==> src/rtl/jabber_pkg.sv <==
package jabber_pkg;

    typedef enum logic [0:0] {
        JS_ARMED  = 1'b0,
        JS_LOCKED = 1'b1
    } jab_state_e;

    typedef struct packed {
        jab_state_e state;
    } ctrl_regs_t;

    function automatic int unsigned cnt_width(input int unsigned limit);
        return (limit < 2) ? 1 : $clog2(limit);
    endfunction

endpackage

==> src/rtl/jab_tick_counter.sv <==
module jab_tick_counter #(
    parameter int unsigned LIMIT = 16
) (
    input  logic clk,
    input  logic rst_n,
    input  logic clear,
    input  logic step,
    output logic hit
);
    import jabber_pkg::*;

    localparam int unsigned W = cnt_width(LIMIT);
    localparam logic [W-1:0] LAST = W'(LIMIT - 1);

    typedef struct packed {
        logic [W-1:0] cnt;
    } cnt_regs_t;

    cnt_regs_t r_d, r_q;

    always_comb begin
        r_d = r_q;
        hit = 1'b0;
        if (clear) begin
            r_d.cnt = '0;
        end else if (step) begin
            if (r_q.cnt == LAST) begin
                hit     = 1'b1;
                r_d.cnt = '0;
            end else begin
                r_d.cnt = r_q.cnt + 1'b1;
            end
        end
    end

    always_ff @(posedge clk or negedge rst_n) begin
        if (!rst_n) begin
            r_q <= '0;
        end else begin
            r_q <= r_d;
        end
    end

endmodule

==> src/rtl/jab_ctrl.sv <==
module jab_ctrl (
    input  logic clk,
    input  logic rst_n,
    input  logic tx_req,
    input  logic mode_10bt,
    input  logic tick,
    input  logic act_hit,
    input  logic idle_hit,
    output logic act_clear,
    output logic act_step,
    output logic idle_clear,
    output logic idle_step,
    output logic locked,
    output logic tx_gated
);
    import jabber_pkg::*;

    ctrl_regs_t r_d, r_q;

    always_comb begin
        r_d        = r_q;
        act_clear  = 1'b1;
        act_step   = 1'b0;
        idle_clear = 1'b1;
        idle_step  = 1'b0;
        if (!mode_10bt) begin
            r_d.state = JS_ARMED;
        end else begin
            unique case (r_q.state)
                JS_ARMED: begin
                    act_clear = !tx_req;
                    act_step  = tx_req && tick;
                    if (act_hit) begin
                        r_d.state = JS_LOCKED;
                    end
                end
                JS_LOCKED: begin
                    idle_clear = tx_req;
                    idle_step  = !tx_req && tick;
                    if (idle_hit) begin
                        r_d.state = JS_ARMED;
                    end
                end
                default: r_d.state = JS_ARMED;
            endcase
        end
    end

    assign locked   = (r_q.state == JS_LOCKED);
    assign tx_gated = tx_req && (!locked || !mode_10bt);

    always_ff @(posedge clk or negedge rst_n) begin
        if (!rst_n) begin
            r_q <= '{state: JS_ARMED};
        end else begin
            r_q <= r_d;
        end
    end

endmodule

==> src/rtl/jabber_watchdog.sv <==
module jabber_watchdog #(
    parameter int unsigned TRIP_TICKS  = 25000,
    parameter int unsigned UNJAB_TICKS = 500000
) (
    input  logic clk,
    input  logic rst_n,
    input  logic tx_req,
    input  logic mode_10bt,
    input  logic tick,
    output logic tx_en_out,
    output logic jabber
);

    logic act_clear, act_step, act_hit;
    logic idle_clear, idle_step, idle_hit;

    jab_tick_counter #(.LIMIT(TRIP_TICKS)) u_active (
        .clk   (clk),
        .rst_n (rst_n),
        .clear (act_clear),
        .step  (act_step),
        .hit   (act_hit)
    );

    jab_tick_counter #(.LIMIT(UNJAB_TICKS)) u_unjab (
        .clk   (clk),
        .rst_n (rst_n),
        .clear (idle_clear),
        .step  (idle_step),
        .hit   (idle_hit)
    );

    jab_ctrl u_ctrl (
        .clk        (clk),
        .rst_n      (rst_n),
        .tx_req     (tx_req),
        .mode_10bt  (mode_10bt),
        .tick       (tick),
        .act_hit    (act_hit),
        .idle_hit   (idle_hit),
        .act_clear  (act_clear),
        .act_step   (act_step),
        .idle_clear (idle_clear),
        .idle_step  (idle_step),
        .locked     (jabber),
        .tx_gated   (tx_en_out)
    );

endmodule

==> config.mk <==
export PLATFORM = sky130hd
export DESIGN_NAME = jabber_watchdog
export DESIGN_NICKNAME = d
export VERILOG_FILES = /design/src/rtl/jabber_pkg.sv /design/src/rtl/jab_tick_counter.sv /design/src/rtl/jab_ctrl.sv /design/src/rtl/jabber_watchdog.sv
export SDC_FILE = /design/constraint.sdc
export NUM_CORES = 1
export LEC_CHECK = 0
export ABC_AREA = 1
export BUFFER_PORTS_ARGS = -buffer_cell sky130_fd_sc_hd__buf_4
export CAP_MARGIN = 30
export CELL_PAD_IN_SITES_DETAIL_PLACEMENT = 1
export CELL_PAD_IN_SITES_GLOBAL_PLACEMENT = 1
export CORE_MARGIN = 3
export CORE_UTILIZATION = 49
export DETAILED_ROUTE_END_ITERATION = 7
export HOLD_SLACK_MARGIN = 0.12
export PLACE_DENSITY = 0.92
export SKIP_LAST_GASP = 1
export SLEW_MARGIN = 20
export SYNTH_ARGS = -nofsm -noshare
export SYNTH_HDL_FRONTEND = slang
export SYNTH_SLANG_ARGS = --single-unit
==> constraint.sdc <==
create_clock -name clk -period 2.9 [get_ports clk]
set_clock_uncertainty 0.2 [all_clocks]
set_input_delay 0.145 -clock clk [delete_from_list [all_inputs] [get_ports clk]]
set_output_delay 0.145 -clock clk [all_outputs]
set_load 0.05 [all_outputs]
Word-level counts from Yosys, hierarchy flattened. Index checks and enable logic that the tools add are counted.

Divide/modulo/power cells: 0. Reduce and logical (&&, ||, !) cells: 9. $mul: 0. Equal/unequal tests: 2. Shift-type cells: 0. Muxes and demuxes: 24. Add/sub/neg operators: 2. Bitwise gates (word level): 1. Magnitude comparators: 0.

Operators by type and width (number): $mux W19 (3); $mux W15 (3); $add A19 B1 Y19 const B (1); $eq A19 B19 Y1 const B (1); $mux W1 (17); $add A15 B1 Y15 const B (1); $eq A15 B15 Y1 const B (1); $reduce_bool A2 Y1 (2); $logic_and A1 B1 Y1 (3); $logic_not A1 Y1 (3); $pmux W1 S2 (1); $logic_or A1 B1 Y1 (1); $not A1 Y1 (1).

Input bits: 5. Register bits after elaboration: 35. Word-level logic and storage cells: 41. Memory bits (read-only): 0. Memory bits (writable): 0. Bits in latches: 0. Output and inout bits: 2. Memories kept: 0.

Longest topological paths before layout.
Word-level depth: 9. Depth in mapped cells: 9. Mapped depth without buffers: 9.

Hierarchy. From an unflattened synthesis, not the netlist that was laid out.

Cells, all modules: 327. Area total of the unflattened synthesis: 2302.2 um2.

Modules (own cells, without submodules): jab_tick_counter (u_unjab) (area an instance 1231.2 um2, sequential area each 475.5 um2, cells an instance 170, times used 1); jab_tick_counter (u_active) (area an instance 994.7 um2, sequential area each 375.4 um2, cells an instance 144, times used 1); jab_ctrl (area an instance 76.3 um2, sequential area each 25.0 um2, cells an instance 13, times used 1).

Worst setup path after synthesis. No wires, ideal clock.

Path type: register to register. From: register u_ctrl.r_q, in the netlist u_ctrl.locked. To: register u_unjab.r_q[14] in the netlist's numbering. Cell stages (with the launch flop): 8. Slack: 1.126 ns. Required time: 2.636 ns. Clock period less this slack: 1.774 ns. Data arrival time: 1.510 ns. Library setup time: 0.064 ns. Buffers on the path: 1. Cells stage by stage: dfrtp_1 nand2_1 nor2_2 nand2_1 nor2_4 buf_8 o211ai_2 nand2_2.

Word-level cells in the longest chain between the ends: 3. Elaborated cells between the ends (all ways): 6. Classes of those cells: mux: 5; reduce/logical: 1.

RTL lines: from (decl) (line jab_ctrl.sv:18) `ctrl_regs_t r_d, r_q;`; from (signal assigned) (line jab_ctrl.sv:54) `r_q <= '{state: JS_ARMED};`; from (signal assigned) (line jab_ctrl.sv:56) `r_q <= r_d;`; $mux W1 (line jab_ctrl.sv:29) `unique case (r_q.state)`; $mux W1 (line jab_ctrl.sv:26) `if (!mode_10bt) begin`; $mux W19 or $reduce_bool A2 Y1 (tied branches); to (signal assigned) (line jab_tick_counter.sv:40) `r_q <= r_d;`; to (decl) (line jab_tick_counter.sv:19) `cnt_regs_t r_d, r_q;`.

Several ways; a longest one is shown, not always the timed one. A chain may end at the register's enable or synchronous reset.

Worst setup path after layout.
From: register u_unjab.r_q[0] in the netlist's numbering. To: register u_ctrl.r_q, in the netlist u_ctrl.locked.

Word-level cells in the longest chain between the ends: 7.

RTL lines: $eq A19 B19 Y1 (line jab_tick_counter.sv:27) `if (r_q.cnt == LAST) begin`; $mux W1 (line jab_tick_counter.sv:27); $mux W1 (line jab_tick_counter.sv:26) `end else if (step) begin`; $mux W1 (line jab_tick_counter.sv:24) `if (clear) begin`; $mux W1 (line jab_ctrl.sv:40) `if (idle_hit) begin`; $pmux W1 S2 (line jab_ctrl.sv:29); $mux W1 (line jab_ctrl.sv:26); net u_ctrl.r_d (line jab_ctrl.sv:18).

The timed path passes the listed nets, and every way through them passes these cells.

==> metrics <==
GRT Util Overall 24.4%; detailed placement HPWL about 3.9 mm; Synth Register Bits 35; fmax about 0.37 GHz; Hold Path Class in -> async; layout cell share with drive strength beyond 1 between 10% and 20%; data arrival time of the critical path 2.71 ns; CP required 2.89 ns; CP startpoint kind flop; vias in the first global route between 2,000 and 2,500; Cells after Synth ~320; vias per cell about 5.5; Worst IR Drop VDD about 0.26 mV; Clock Latency Late Sink around 0.30 ns; antenna-violating nets left 0; Vias 2,090; total clock sinks 35; Avg WL per Cell roughly 15 µm; Hold Buf Count CTS 7; CTS Buf Count 5; DRC 0; Root Buffer clkbuf_8; Fillers roughly 560; worst setup margin 0.177 ns; gr ovfl total 0; Post-layout nets about 340; WS Path Type reg -> reg; Max Cap Viol 0; period utilization 93.9%; Design Area, Final around 0.0025 mm²; Setup Buffers After CTS 0; Buf/Inv on CP 3; Setup WS pre-CTS slightly above 0.8 ns; Fin. Hold Viols 0; P&R area growth vs syn 10.5%; core area between 0.004 and 0.005 mm²; Diodes inserted 0; initial core utilization around 53%; Yosys top cell area share 39.5%; Final GP Congestion between 0.8 and 0.9; floorplan row count 23; Worst path top cell family by delay buffers and inverters; mean post-synth cell area around 7.0 µm²; first-pass GRT wire length 10.0 mm; initial antenna violation count 0; Syn Nets around 320; status completed; shortest period the worst path allows roughly 2.7 ns; CTS H-tree lvls 2; EDFF count, synth 0; Lkg Pwr ~1.1 nW; TritonRoute pass-1 iters 4; DR iter-0 viols between 70 and 80; final setup TNS 0 ns; RSZ-0062 raised after global routing no; Final Setup Violations 0; Post-synth ARST share 100%; number of synthesis warnings 0; clock transition at the registers of the reported paths around 0.090 ns; Cell Area, Placed approximately 0.0023 mm²; Ports 7; Crit-path slowest cell dlygate4sd3_1; die width 73.3 µm; largest net degree at the start of global routing 36; TritonCTS clock tree built; count of pins over their slew limit 0; clock tree buffer depth 2; Die Area roughly 0.0054 mm²; Slew @ Worst Pin around 0.76 ns; IO buf count 6; Main synth FF type dfrtp_1; CP max FO 6; PwrDens 362 mW/mm²; count of cell types in the netlist 27; top cell type by total area after synthesis dfrtp_1; slowest cell delay on critical path 0.56 ns; Die Ht between 70 and 80 µm; synthesized area 0.00222 mm²; CTS resizes 0; worst path cell trace ha_1, nand2_2, nor2_4, nand3_2, nor2_4, nand3_1, dlygate4sd3_1, nand2_1, dlygate4sd3_1, inv_1; DRT Wirelength roughly 5.8 mm; Synth area leaders dfrtp_1 (39%), nand2_1 (18%), nand3_1 (6.8%); Rel. slew slack around half; sequential area share after synthesis between 30% and 40%; Critical Path End Type flop
## registers in the layout, indices dropped and copies added (netlist names)
signal,cells
u_active.r_q,15
u_unjab.r_q,19
u_ctrl.locked,1
## kinds of logic (layout without fill, tap and decap cells)
kind of cell | after synthesis | in the layout | share of synthesized area (%)
adders and majority gates | 2 | 2 | 1.13
DFF | 35 | 35 | 39.5
buffers and inverters | 43 | 60 | 7.90
and+or+nand+nor | 201 | 201 | 41.7
AOI/OAI and AO/OA | 28 | 28 | 7.44
xor gates and xnor gates | 6 | 6 | 2.37
## worst reg2reg max path, cell delays in order (launching register included)
cell and delay [ns]:
dfrtp_1 0.41, ha_1 0.19, nand2_2 0.09, nor2_4 0.19, nand3_2 0.11, nor2_4 0.13
nand3_1 0.08, dlygate4sd3_1 0.56, nand2_1 0.06, dlygate4sd3_1 0.55, inv_1 0.04
## layer usage
| metal | vias to the layer above | global-route usage, % | share of wire, % | routed length, µm |
|---|---|---|---|---|
| met2 | 38 | 45.9 | 54 | 3100 |
| met3 | 9 | 4.51 | 3.2 | 185 |
| met1 | 1018 | 26.9 | 41 | 2380 |
| met4 | 0 | 8.81 | 1.9 | 112 |
| li1 | 1025 | - | - | - |
| met5 | - | 0 | 0 | 0 |
## cells in the mapped netlist (3+ instances only)
| master | count |
|---|---|
| nand2_1 | 106 |
| o21ai_2 | 4 |
| nand4_1 | 5 |
| dfrtp_1 | 35 |
| xor2_1 | 6 |
| a21oi_1 | 4 |
| inv_1 | 38 |
| nand3_2 | 7 |
| o21ai_0 | 17 |
| nand3_1 | 30 |
| nor2_1 | 35 |
| or2_2 | 3 |
| nand2_2 | 3 |
| nor2_4 | 4 |
## power breakdown
| part | total, mW | internal (mW) | switching (mW) |
|---|---|---|---|
| Sequential | 0.490 | 0.489 | 0.00117 |
| Combinational | 0.0360 | 0.0114 | 0.0246 |
| Clock | 0.360 | 0.165 | 0.196 |
| Total | 0.886 | 0.665 | 0.221 |
## area by class of cell
cell class / instances / area, µm² / share of cell area (%)
flip-flops and latches: 35 / 876 / 35.7
clock inverters: 3 / 15.0 / 0.613
well taps: 50 / 62.6 / 2.55
clock buffers: 5 / 68.8 / 2.81
repair buffers: 13 / 115 / 4.70
multi-input cells: 237 / 1170 / 47.6
inverters: 39 / 146 / 5.97
## metrics by stage
stage	hold WS (ns)	cells	total power [mW]	util [%]
3_3_place_gp	-0.0681	367	0.529	55.1
3_5_place_dp	-0.0667	367	0.530	55.1
5_1_grt	0.184	382	0.913	58.7
4_1_cts	0.153	382	0.885	58.7
2_1_floorplan	-0.351	315	0.510	-
6_report	0.148	382	0.886	58.7
## cell usage in the layout, fill, tap and decap left out
| master | n |
|---|---|
| nand2_1 | 106 |
| inv_1 | 38 |
| nor2_1 | 35 |
| dfrtp_1 | 35 |
| nand3_1 | 30 |
| o21ai_0 | 17 |
| nand3_2 | 7 |
| dlygate4sd3_1 | 7 |
| xor2_1 | 6 |
| buf_4 | 6 |
| nand4_1 | 5 |
| clkbuf_8 | 5 |
| nor2_4 | 4 |
| o21ai_2 | 4 |
| a21oi_1 | 4 |
| nand2_2 | 3 |
| or2_2 | 3 |
| clkinv_2 | 3 |
| nor3_2 | 2 |
| nor2_2 | 2 |
| nor3_1 | 2 |
| ha_1 | 2 |
| and2_1 | 1 |
| nand4_2 | 1 |
| o21bai_1 | 1 |
| clkinv_1 | 1 |
| o211ai_2 | 1 |
| o21ai_1 | 1 |
## path summary, 6_finish.rpt
| check | startpoint | end | slack [ns] | cells after the start |
|---|---|---|---|---|
| worst max-delay path | u_unjab.r_q[0] | u_ctrl.locked | 0.18 | 10 |
| max in group asynchronous | rst_n | u_unjab.r_q[16] | 2.02 | 2 |
| worst min-delay path | rst_n | u_unjab.r_q[10] | 0.15 | 2 |
| min in group clk | u_active.r_q[12] | u_active.r_q[12] | 0.32 | 2 |
| worst max register to register | u_unjab.r_q[0] | u_ctrl.locked | 0.18 | 10 |
| worst min register to register | u_active.r_q[12] | u_active.r_q[12] | 0.32 | 2 |
Note: power is estimated with default switching activity, not from simulation.
